## src/rtl/swl_pkg.sv

```systemverilog
// Shared state encodings for the single-wire byte link.
package swl_pkg;

    // Transmitter: released wire, frame in flight, wire parked low.
    typedef enum logic [1:0] {
        TX_IDLE = 2'd0,
        TX_SLOT = 2'd1,
        TX_PARK = 2'd2
    } tx_state_t;

    // Receiver: idle, bounded low search, unbounded high search,
    // mark slot skip, first half of a bit slot, second half of a bit slot.
    typedef enum logic [2:0] {
        RX_IDLE      = 3'd0,
        RX_SEEK_LOW  = 3'd1,
        RX_SEEK_HIGH = 3'd2,
        RX_MARK      = 3'd3,
        RX_HALF_A    = 3'd4,
        RX_HALF_B    = 3'd5
    } rx_state_t;

endpackage

```

## src/rtl/swl_sync2.sv

```systemverilog
// Two-flop synchronizer for the sensed wire level.
// Assumes: the input is asynchronous; the reset value matches the idle
// wire level so no false edge is seen when reset ends.
module swl_sync2 #(
    parameter bit RST_VAL = 1'b1
) (
    input  logic clk,
    input  logic rst_n,
    input  logic async_i,
    output logic sync_o
);

    logic meta_q;
    logic stable_q;

    // Shift the asynchronous level through two flops.
    always_ff @(posedge clk) begin
        if (!rst_n) begin
            meta_q   <= RST_VAL;
            stable_q <= RST_VAL;
        end else begin
            meta_q   <= async_i;
            stable_q <= meta_q;
        end
    end

    assign sync_o = stable_q;

endmodule

```

## src/rtl/swl_tx.sv

```systemverilog
// Frame transmitter: sync low slot, mark high slot, data MSB first, even
// parity, then the wire is parked low until the next start or a release.
// Assumes: CLK_PER_BIT >= 2 and DATA_W >= 1.
module swl_tx
    import swl_pkg::*;
#(
    parameter int CLK_PER_BIT = 750,
    parameter int DATA_W      = 8
) (
    input  logic              clk,
    input  logic              rst_n,
    input  logic [DATA_W-1:0] data_i,
    input  logic              start_i,
    input  logic              release_i,
    output logic              busy_o,
    output logic              done_o,
    output logic              pin_out_o,
    output logic              pin_oe_o
);

    localparam int NSLOT  = DATA_W + 3;
    localparam int CNT_W  = $clog2(CLK_PER_BIT);
    localparam int SLOT_W = $clog2(NSLOT);
    localparam logic [CNT_W-1:0]  CNT_LAST  = CNT_W'(CLK_PER_BIT - 1);
    localparam logic [SLOT_W-1:0] SLOT_LAST = SLOT_W'(NSLOT - 1);

    tx_state_t          state_q;
    logic [NSLOT-1:0]   frame_q;
    logic [CNT_W-1:0]   cnt_q;
    logic [SLOT_W-1:0]  slot_q;
    logic               done_q;
    logic [NSLOT-1:0]   frame_load;

    // Build the slot levels of a whole frame, first slot in the top bit.
    always_comb begin
        frame_load = {1'b0, 1'b1, data_i, ^data_i};
    end

    // Slot timing, frame shifting and the parked/released wire state.
    always_ff @(posedge clk) begin
        if (!rst_n) begin
            state_q <= TX_IDLE;
            frame_q <= '0;
            cnt_q   <= '0;
            slot_q  <= '0;
            done_q  <= 1'b0;
        end else begin
            done_q <= 1'b0;
            case (state_q)
                TX_IDLE, TX_PARK: begin
                    if (start_i) begin
                        state_q <= TX_SLOT;
                        frame_q <= frame_load;
                        cnt_q   <= '0;
                        slot_q  <= '0;
                    end else if (release_i && (state_q == TX_PARK)) begin
                        state_q <= TX_IDLE;
                    end
                end
                TX_SLOT: begin
                    if (cnt_q == CNT_LAST) begin
                        cnt_q <= '0;
                        if (slot_q == SLOT_LAST) begin
                            state_q <= TX_PARK;
                            done_q  <= 1'b1;
                        end else begin
                            slot_q  <= slot_q + 1'b1;
                            frame_q <= {frame_q[NSLOT-2:0], 1'b0};
                        end
                    end else begin
                        cnt_q <= cnt_q + 1'b1;
                    end
                end
                default: state_q <= TX_IDLE;
            endcase
        end
    end

    // Drive the wire from the head of the frame; park low; release idle.
    always_comb begin
        busy_o    = (state_q == TX_SLOT);
        pin_oe_o  = (state_q != TX_IDLE);
        pin_out_o = (state_q == TX_SLOT) && frame_q[NSLOT-1];
        done_o    = done_q;
    end

endmodule

```

## src/rtl/swl_rx.sv

```systemverilog
// Byte receiver: bounded wait for a low wire, unbounded wait for the
// rising edge, one mark slot skipped, then DATA_W data bits and a parity
// bit sampled half a slot into each slot.
// Assumes: line_i is already synchronized; CLK_PER_BIT >= 2, DATA_W >= 2.
module swl_rx
    import swl_pkg::*;
#(
    parameter int CLK_PER_BIT = 750,
    parameter int DATA_W      = 8,
    parameter int WAIT_MULT   = 5
) (
    input  logic              clk,
    input  logic              rst_n,
    input  logic              arm_i,
    input  logic              line_i,
    output logic              busy_o,
    output logic [DATA_W-1:0] byte_o,
    output logic              valid_o,
    output logic              perr_o,
    output logic              err_evt_o
);

    localparam int HALF1    = CLK_PER_BIT / 2;
    localparam int HALF2    = CLK_PER_BIT - HALF1;
    localparam int WAIT_LIM = WAIT_MULT * CLK_PER_BIT;
    localparam int NBITS    = DATA_W + 1;
    localparam int CNT_W    = $clog2(WAIT_LIM + 1);
    localparam int BIDX_W   = $clog2(NBITS + 1);
    localparam logic [CNT_W-1:0]  WAIT_LAST = CNT_W'(WAIT_LIM - 1);
    localparam logic [CNT_W-1:0]  SLOT_LAST = CNT_W'(CLK_PER_BIT - 1);
    localparam logic [CNT_W-1:0]  H1_LAST   = CNT_W'(HALF1 - 1);
    localparam logic [CNT_W-1:0]  H2_LAST   = CNT_W'(HALF2 - 1);
    localparam logic [BIDX_W-1:0] BIDX_PAR  = BIDX_W'(DATA_W);

    rx_state_t          state_q;
    logic [CNT_W-1:0]   cnt_q;
    logic [BIDX_W-1:0]  bidx_q;
    logic [DATA_W-1:0]  shift_q;
    logic               par_acc_q;
    logic               par_bit_q;
    logic [DATA_W-1:0]  byte_q;
    logic               valid_q;
    logic               perr_q;
    logic               finish;
    logic               mismatch;

    // Last cycle of the parity slot, and its parity verdict.
    always_comb begin
        finish   = (state_q == RX_HALF_B) && (cnt_q == H2_LAST) && (bidx_q == BIDX_PAR);
        mismatch = par_acc_q ^ par_bit_q;
    end

    // Alignment, half-slot timing and bit capture.
    always_ff @(posedge clk) begin
        if (!rst_n) begin
            state_q   <= RX_IDLE;
            cnt_q     <= '0;
            bidx_q    <= '0;
            shift_q   <= '0;
            par_acc_q <= 1'b0;
            par_bit_q <= 1'b0;
        end else begin
            case (state_q)
                RX_IDLE: begin
                    if (arm_i) begin
                        state_q <= RX_SEEK_LOW;
                        cnt_q   <= '0;
                    end
                end
                RX_SEEK_LOW: begin
                    if (!line_i || (cnt_q == WAIT_LAST)) begin
                        state_q <= RX_SEEK_HIGH;
                        cnt_q   <= '0;
                    end else begin
                        cnt_q <= cnt_q + 1'b1;
                    end
                end
                RX_SEEK_HIGH: begin
                    if (line_i) begin
                        state_q <= RX_MARK;
                        cnt_q   <= '0;
                    end
                end
                RX_MARK: begin
                    if (cnt_q == SLOT_LAST) begin
                        state_q   <= RX_HALF_A;
                        cnt_q     <= '0;
                        bidx_q    <= '0;
                        par_acc_q <= 1'b0;
                    end else begin
                        cnt_q <= cnt_q + 1'b1;
                    end
                end
                RX_HALF_A: begin
                    if (cnt_q == H1_LAST) begin
                        state_q <= RX_HALF_B;
                        cnt_q   <= '0;
                        if (bidx_q == BIDX_PAR) begin
                            par_bit_q <= line_i;
                        end else begin
                            shift_q   <= {shift_q[DATA_W-2:0], line_i};
                            par_acc_q <= par_acc_q ^ line_i;
                        end
                    end else begin
                        cnt_q <= cnt_q + 1'b1;
                    end
                end
                RX_HALF_B: begin
                    if (cnt_q == H2_LAST) begin
                        cnt_q <= '0;
                        if (bidx_q == BIDX_PAR) begin
                            state_q <= RX_IDLE;
                        end else begin
                            state_q <= RX_HALF_A;
                            bidx_q  <= bidx_q + 1'b1;
                        end
                    end else begin
                        cnt_q <= cnt_q + 1'b1;
                    end
                end
                default: state_q <= RX_IDLE;
            endcase
        end
    end

    // Present the byte and its parity verdict with a one-cycle strobe.
    always_ff @(posedge clk) begin
        if (!rst_n) begin
            byte_q  <= '0;
            valid_q <= 1'b0;
            perr_q  <= 1'b0;
        end else begin
            valid_q <= finish;
            if (finish) begin
                byte_q <= shift_q;
                perr_q <= mismatch;
            end
        end
    end

    assign busy_o    = (state_q != RX_IDLE);
    assign byte_o    = byte_q;
    assign valid_o   = valid_q;
    assign perr_o    = perr_q;
    assign err_evt_o = finish && mismatch;

endmodule

```

## src/rtl/swl_errcnt.sv

```systemverilog
// Saturating parity error counter with a clear that wins over a count.
// Assumes: inc_i is a single-cycle event per received byte.
module swl_errcnt #(
    parameter int ERR_W = 8
) (
    input  logic             clk,
    input  logic             rst_n,
    input  logic             clr_i,
    input  logic             inc_i,
    output logic [ERR_W-1:0] count_o
);

    localparam logic [ERR_W-1:0] SAT = '1;

    logic [ERR_W-1:0] count_q;

    // Clear, else count up to the saturation value.
    always_ff @(posedge clk) begin
        if (!rst_n) begin
            count_q <= '0;
        end else if (clr_i) begin
            count_q <= '0;
        end else if (inc_i && (count_q != SAT)) begin
            count_q <= count_q + 1'b1;
        end
    end

    assign count_o = count_q;

endmodule

```

## src/rtl/swire_byte_link.sv

```systemverilog
// Single-wire byte link: transmitter, receiver, input synchronizer and
// parity error counter around one open-drain style pin.
// Assumes: the wire idles high through a pull-up; both ends share
// CLK_PER_BIT; direction changes are sequenced outside this block.
module swire_byte_link #(
    parameter int CLK_PER_BIT = 750,
    parameter int DATA_W      = 8,
    parameter int WAIT_MULT   = 5,
    parameter int ERR_W       = 8
) (
    input  logic              clk,
    input  logic              rst_n,
    input  logic [DATA_W-1:0] tx_data,
    input  logic              tx_start,
    input  logic              tx_release,
    output logic              tx_busy,
    output logic              tx_done,
    input  logic              rx_arm,
    output logic              rx_busy,
    output logic [DATA_W-1:0] rx_byte,
    output logic              rx_valid,
    output logic              rx_perr,
    input  logic              err_clr,
    output logic [ERR_W-1:0]  err_count,
    output logic              pin_out,
    output logic              pin_oe,
    input  logic              pin_in
);

    logic line_s;
    logic err_evt;

    swl_sync2 #(
        .RST_VAL(1'b1)
    ) i_sync (
        .clk    (clk),
        .rst_n  (rst_n),
        .async_i(pin_in),
        .sync_o (line_s)
    );

    swl_tx #(
        .CLK_PER_BIT(CLK_PER_BIT),
        .DATA_W     (DATA_W)
    ) i_tx (
        .clk      (clk),
        .rst_n    (rst_n),
        .data_i   (tx_data),
        .start_i  (tx_start),
        .release_i(tx_release),
        .busy_o   (tx_busy),
        .done_o   (tx_done),
        .pin_out_o(pin_out),
        .pin_oe_o (pin_oe)
    );

    swl_rx #(
        .CLK_PER_BIT(CLK_PER_BIT),
        .DATA_W     (DATA_W),
        .WAIT_MULT  (WAIT_MULT)
    ) i_rx (
        .clk      (clk),
        .rst_n    (rst_n),
        .arm_i    (rx_arm),
        .line_i   (line_s),
        .busy_o   (rx_busy),
        .byte_o   (rx_byte),
        .valid_o  (rx_valid),
        .perr_o   (rx_perr),
        .err_evt_o(err_evt)
    );

    swl_errcnt #(
        .ERR_W(ERR_W)
    ) i_err (
        .clk    (clk),
        .rst_n  (rst_n),
        .clr_i  (err_clr),
        .inc_i  (err_evt),
        .count_o(err_count)
    );

endmodule

```

## config.mk

```make
export PLATFORM = sky130hd
export DESIGN_NAME = swire_byte_link
export DESIGN_NICKNAME = d
export VERILOG_FILES = /design/src/rtl/swl_pkg.sv /design/src/rtl/swl_sync2.sv /design/src/rtl/swl_tx.sv /design/src/rtl/swl_rx.sv /design/src/rtl/swl_errcnt.sv /design/src/rtl/swire_byte_link.sv
export SDC_FILE = /design/constraint.sdc
export NUM_CORES = 1
export LEC_CHECK = 0
export ABC_AREA = 1
export BUFFER_PORTS_ARGS = -buffer_cell sky130_fd_sc_hd__buf_2
export CAP_MARGIN = 20
export CELL_PAD_IN_SITES_DETAIL_PLACEMENT = 1
export CELL_PAD_IN_SITES_GLOBAL_PLACEMENT = 2
export CORE_ASPECT_RATIO = 1.2
export CORE_MARGIN = 4
export CORE_UTILIZATION = 30
export CTS_CLUSTER_DIAMETER = 30
export DETAILED_ROUTE_END_ITERATION = 10
export GPL_ROUTABILITY_DRIVEN = 0
export GPL_TIMING_DRIVEN = 0
export PLACE_DENSITY = 0.81
export REMOVE_ABC_BUFFERS = 1
export SETUP_SLACK_MARGIN = 0.2
export SLEW_MARGIN = 20
export SYNTH_ARGS = -nofsm -noshare
export SYNTH_HDL_FRONTEND = slang
export SYNTH_SLANG_ARGS = --single-unit
```

## constraint.sdc

```tcl
create_clock -name clk -period 1.65 [get_ports clk]
set_input_delay 0.165 -clock clk [delete_from_list [all_inputs] [get_ports clk]]
set_output_delay 0.165 -clock clk [all_outputs]
set_load 0.005 [all_outputs]
```

==> impl_metrics.tcl, run 1 <==
set metrics [dict create \
    status "finished, final reports clean" \
    max_stage_delay_ps 370 \
    h-tree-depth 3 \
    cts_buffer_depth 2 \
    fin_skew_ps 10.7 \
    setup.worst_path.end_class "register" \
    path_cells "inv_4 > ha_4 > nand2_4 > nor2_4 > buf_6 > buf_4 > nand4_1 > nor2_1 > o21ai_0 > nor2_1" \
    grt_pass1_vias 4310 \
    crit_end "i_err.count_o[0]" \
    ios 38 \
    vias 4180 \
    coreArea_um2 13400 \
    post-place-cells 793 \
    nets 702 \
    cts_buffers 9 \
    cts.clk_slew.worst_paths_ps 60 \
    final_hold_viol_count 0 \
    synth.distinct_cells 40 \
    min_period_ps 1590 \
    port_buffers 37 \
    r2r_cells 10 \
    insertion_delay_ps 350 \
    cts_tree "done" \
    synth_flop_cell "dfxtp_1" \
    drv_cap 0 \
    r2r_setup_slack_ps 60 \
    diodes 0 \
    wl_per_cell_um 15.0 \
    die_area_um2 15900 \
    yosysWarningCount 0 \
    drive_gt1_share_pct 37.2 \
    setup_viol 0 \
    cp_common_cell "nor2_1" \
    yosysTopAreaCellShare_pct 37.0 \
    critPathRequiredTime_ps 1930 \
    yosysSeqAreaShare_pct 37.0 \
    fp.dieH_um 137 \
    viasPerCell 4.92 \
    yosysMostFrequentCell "nand2_1" \
    grt_first_pass_wirelength_um 20500 \
    report.final.slew_viol_count 0 \
    totalNegativeSetupSlack_ps 0 \
    worst_pin_slew_ps 493 \
    syn_to_final_growth_pct 37.5 \
    synth_edf_count 0 \
    hold_path_depth 2 \
    rows 46 \
    fin_cells 850 \
    slew_headroom_pct 66.8 \
    whs_ps 23.2 \
    drt_wl_total_um 12700 \
    synth_commonest_cells "nand2_1 (142), dfxtp_1 (77), nor2_1 (76)" \
    min_path_type "input port to register" \
    leakage_nw 2.30 \
    timing.final.crit_share_pct 96.3 \
    power.density_nw_per_um2 947 \
    drt_iter0_drc 147 \
    crit_fanout 5 \
    grt_max_degree 35 \
    hpwl_um 8010 \
    critPathLaunchType "register" \
    grt_usage_pct 16.2 \
    drc_errors 0 \
    cp-startpoint "i_rx.cnt_q[0]" \
    start_util_pct 31.1 \
    worstPathArrival_ps 1870 \
    netlist_instances 606 \
    first_pass_iters 4 \
    cts-root-buf "clkbuf_16" \
    drtAntennaViolNets 0 \
    antenna_found_initial 0 \
    synth_area_leader_cell "dfxtp_1" \
    r2r_start "i_rx.cnt_q[0]" \
    ir_worst_vdd_mv 0.472 \
    rsz0062_at_grt "yes" \
    die_w_um 116 \
    grt-ovfl-total 0 \
    clock_sinks 77 \
    rr_endpoint "i_err.count_o[0]" \
    syn-cell-area_um2 4170 \
    synth.top_cells.by_area "dfxtp_1 (37%), nand2_1 (13%), nor2_1 (6.8%), a21oi_1 (6.0%), nand3_1 (5.3%)" \
    fmax_mhz 629 \
    async_flop_share_pct 0 \
    worstSetupPathType "register to register" \
    syn_avg_cell_area_um2 6.88 \
    synth_seq_cells 77 \
    cp_slowest_cell "dfxtp_4" \
]
==> kinds of logic after synthesis <==
logic type / Yosys count / share of synthesized area (%)
and+or+nand+nor: 317 / 35.2
AOI/OAI and AO/OA: 98 / 12.4
buffers and inverters: 87 / 8.85
DFF: 77 / 37.0
xor gates and xnor gates: 17 / 3.57
adders and majority gates: 10 / 3.00
==> critical path: cells and delay by family, from the launching register on <==
family	cells	cell delay, ps
AOI/OAI and AO/OA	1	110
buffers and inverters	3	280
adders and majority gates	1	140
DFF	1	370
and+or+nand+nor	5	590
==> where the power goes <==
part	switching [W]	total [W]	internal [W]
Clock	0.000837	0.00201	0.00117
Combinational	0.000819	0.00132	0.000503
Sequential	0.000146	0.00210	0.00195
Total	0.00180	0.00543	0.00363
==> per-layer routing <==
metal  up-vias  track usage [%]  part of all wire (%)
met2        53             29.6                    53
met3        22             2.52                   2.7
met5         -                0                     0
met4         0             6.77                   2.2
li1       2102                -                     -
met1      2003             18.4                    42
==> cell usage in the layout, fill, tap and decap left out, types with 3 or more instances in the layout <==
cell type,synthesis,routed
nand2_1,142,113
nor2_1,76,62
dfxtp_1,77,53
inv_1,56,48
buf_2,7,36
nand3_1,44,31
a21oi_1,50,31
buf_4,2,26
o21ai_0,30,25
a21oi_2,2,21
nand2_4,1,17
nand2_2,5,17
dfxtp_2,0,16
nand3_2,5,14
o21ai_1,12,14
nor2_2,3,13
nand4_1,13,13
inv_2,7,11
nor2_4,7,11
xor2_1,10,10
clkbuf_16,0,9
nand3_4,3,8
dfxtp_4,0,8
nor3_1,10,7
xnor2_1,7,7
buf_6,1,7
inv_4,0,5
ha_1,10,5
clkinv_2,1,4
ha_4,0,4
clkinv_4,1,3
nor3_2,1,3
o21ai_2,0,3
nand2_8,0,3
==> flip-flops by register name, indices dropped and copies added (netlist names), 4 cells and up <==
register	flops
i_rx.byte_o	8
i_tx.cnt_q	10
i_rx.cnt_q	12
i_err.count_o	8
i_tx.frame_q	11
i_rx.bidx_q	4
i_rx.shift_q	8
i_tx.slot_q	4
==> what timing repair did <==
| action | 4_1_cts | 5_1_grt |
|---|---|---|
| setup buffers | 22 | 15 |
| gates resized for setup | 86 | 107 |
| endpoints found under the setup margin | 79 | 74 |
| hold buffers | 0 | 0 |
| cloned | 3 | 1 |
| pin swaps | 36 | 44 |
==> metrics by stage <==
stage / cell area [um^2] / worst slack [ps] / power [W] / util (%)
global placement: 4460 / -819 / 0.00299 / 33.3
floorplan: 4070 / 76.4 / 0.00274 / -
CTS: 5240 / 61.6 / 0.00527 / 39.0
finish: 5730 / 60.7 / 0.00543 / 42.7
detailed placement: 4460 / -861 / 0.00302 / 33.3
global route: 5730 / -22.0 / 0.00574 / 42.7
==> area by class of cell <==
| cell class | count | area [um^2] |
|---|---|---|
| clock buffers | 10 | 229 |
| clock inverters | 6 | 62.6 |
| fillers | 1658 | 7680 |
| inverters | 69 | 295 |
| multi-input cells | 445 | 2800 |
| flip-flops and latches | 77 | 1590 |
| well taps | 168 | 210 |
| repair buffers | 74 | 532 |
| repair inverters | 1 | 16.3 |
==> worst min path at each step <==
stage	from	to	slack, ps
global placement	pin_in	i_sync.meta_q	380
CTS	pin_in	i_sync.meta_q	3
floorplan	pin_in	i_sync.meta_q	270
finish	pin_in	i_sync.meta_q	20
detailed placement	pin_in	i_sync.meta_q	370
global route	pin_in	i_sync.meta_q	20
No activity file was read; power rests on OpenSTA's default activity.
==> run 2, diff against run 1 <==
SETUP_SLACK_MARGIN = 0.1   (was 0.2)
==> run 2 against run 1 <==
Compared with the run above:
- register-to-register slack improved by 40 ps
- wire length decreased by 6.2%
- first-iteration DRC count decreased by 27%
- highest routed layer unchanged
==> impl_metrics.tcl, run 2 (synthesized netlist as in run 1, its figures left out) <==
set metrics [dict create \
    mostFrequentLayoutCells "nand2_1 (132), nor2_1 (61), dfxtp_1 (54)" \
    top_register "i_rx.cnt_q" \
    worst_pin_slew_ps 480 \
    h-tree-depth 3 \
    cts.clk_slew.worst_paths_ps 60 \
    hpwl_um 8010 \
    fmax_mhz 643 \
    grt_max_degree 35 \
    holdCritStartpoint "pin_in" \
    syn_to_final_growth_pct 29.0 \
    cts_buffer_depth 2 \
    worstSetupPathType "register to register" \
    drtAntennaViolNets 0 \
    clock_sinks 77 \
    largest_register_ffs 12 \
    start_util_pct 31.1 \
    vias 4107 \
    drt_iter0_drc 107 \
    worstPathArrival_ps 1790 \
    die_w_um 116 \
    r2r_cells 11 \
    r2r_setup_slack_ps 100 \
    power.density_nw_per_um2 981 \
    die_area_um2 15900 \
    report.final.slew_viol_count 0 \
    setup.worst_path.end_class "register" \
    crit_fanout 5 \
    grt_use_met2_pct 28.1 \
    status "finished, final reports clean" \
    min_period_ps 1550 \
    r2r_start "i_rx.cnt_q[0]" \
    critPathLaunchType "register" \
    rsz0062_at_grt "yes" \
    path_cells "inv_4 > ha_4 > nand2_4 > nor2_4 > nand3_4 > nand2_4 > inv_4 > nor2_4 > nand2_4 > nand2_4 > nor2_1" \
    fp.dieH_um 137 \
    post-place-cells 793 \
    cts_hold_repair.buffers 0 \
    rr_endpoint "i_rx.cnt_q[5]" \
    fin_skew_ps 8.42 \
    cts-root-buf "clkbuf_16" \
    drv_cap 0 \
    rows 46 \
    p_int_w 0.00358 \
    nets 688 \
    antenna_found_initial 0 \
    grt-busiest-layer "met2" \
    coreArea_um2 13400 \
    drive_gt1_share_pct 29.5 \
    final_area_um2 5380 \
    totalNegativeSetupSlack_ps 0 \
    sw_frac_of_total_pct 32.2 \
    min_path_type "input port to register" \
    final_hold_viol_count 0 \
    cts_tree "done" \
    diodes 0 \
    viasPerCell 4.91 \
    layout_commonest_cell "nand2_1" \
    fin_cells 836 \
    first_pass_iters 4 \
    grt_util_met3_pct 2.52 \
    setup_viol 0 \
    wl_per_cell_um 14.3 \
    grt_use_met1_pct 17.8 \
    drc_errors 0 \
    dpl_cell_area_um2 4460 \
    grt_pass1_vias 4229 \
    pwr-share-comb_pct 23.0 \
    critical-path-top-delay-family "simple AND/OR/NAND/NOR gates" \
    ios 38 \
    leakage_nw 2.15 \
    path_buf_inv 2 \
    hold_path_depth 2 \
    timing.final.crit_share_pct 94.2 \
    grt_first_pass_wirelength_um 19700 \
    pwr-share-clk_pct 37.5 \
    slew_headroom_pct 67.6 \
    cp_slowest_cell "dfxtp_4" \
    max_stage_delay_ps 370 \
    drt_wl_total_um 11900 \
    ir_worst_vdd_mv 0.433 \
    seq_power_share_pct 39.4 \
    insertion_delay_ps 350 \
    grt-ovfl-total 0 \
    hold_end "i_sync.meta_q" \
    cp_common_cell "nand2_4" \
    grt_usage_pct 15.5 \
    top_regs "i_rx.cnt_q x12, i_tx.frame_q x11, i_tx.cnt_q x10" \
    switchingPower_w 0.00170 \
    port_buffers 37 \
    cts_buffers 9 \
    critPathRequiredTime_ps 1880 \
]
-- run 2: timing repair --
item / 4_1_cts / 5_1_grt
pin swaps: 17 / 34
endpoints found under the setup margin: 78 / 70
buffers inserted: 13 / 11
cloned: 1 / 2
resized for setup: 51 / 77
-- run 2: layout make-up --
type                       instances  area (um^2)
inverter                          69          293
multi-input combinational        445         2580
clock buffer                      10          229
sequential                        77         1580
timing repair buffer              61          419
fill                            1684         8030
clock inverter                     6         62.6
tap                              168          210
-- run 2: stage by stage --
step           worst slack [ps]  hold WS [ps]  utilization [%]  power, W
2_1_floorplan              76.4           272                -   0.00274
3_3_place_gp               -819           377             33.3   0.00299
3_5_place_dp               -861           368             33.3   0.00302
4_1_cts                    61.6          2.76             37.3   0.00519
5_1_grt                   -7.75          10.3             40.1   0.00561
6_report                   95.7          18.1             40.1   0.00528
-- run 2: worst max-delay path by stage --
stage,cells after the start,start,end
3_5_place_dp,5,rst_n,i_err.count_o[3]
4_1_cts,11,i_rx.cnt_q[0],i_rx.cnt_q[5]
3_3_place_gp,5,rst_n,i_err.count_o[3]
2_1_floorplan,7,i_tx.state_q[1],i_tx.state_q[0]
5_1_grt,10,i_rx.cnt_q[0],i_rx.par_acc_q
6_report,11,i_rx.cnt_q[0],i_rx.cnt_q[5]
-- run 2: metal layers --
metal | part of all wire [%] | vias to the layer above
met5 | 0 | -
met4 | 2.3 | 0
met3 | 2.7 | 20
met2 | 53 | 54
met1 | 42 | 1958
li1 | - | 2075
-- run 2: power groups by stage --
stage | clock network (W) | registers [W] | logic [W]
floorplan | 0 | 0.00206 | 0.000678
global placement | 0 | 0.00208 | 0.000911
detailed placement | 0 | 0.00209 | 0.000933
CTS | 0.00204 | 0.00206 | 0.00108
global route | 0.00214 | 0.00210 | 0.00137
finish | 0.00198 | 0.00208 | 0.00122
-- run 2: worst reg2reg max path, stage by stage, from the launching register on --
cell     delay (ps)
dfxtp_4         370
inv_4            70
ha_4            140
nand2_4          50
nor2_4          130
nand3_4         110
nand2_4          90
inv_4            40
nor2_4          160
nand2_4         100
nand2_4         110
nor2_1           70
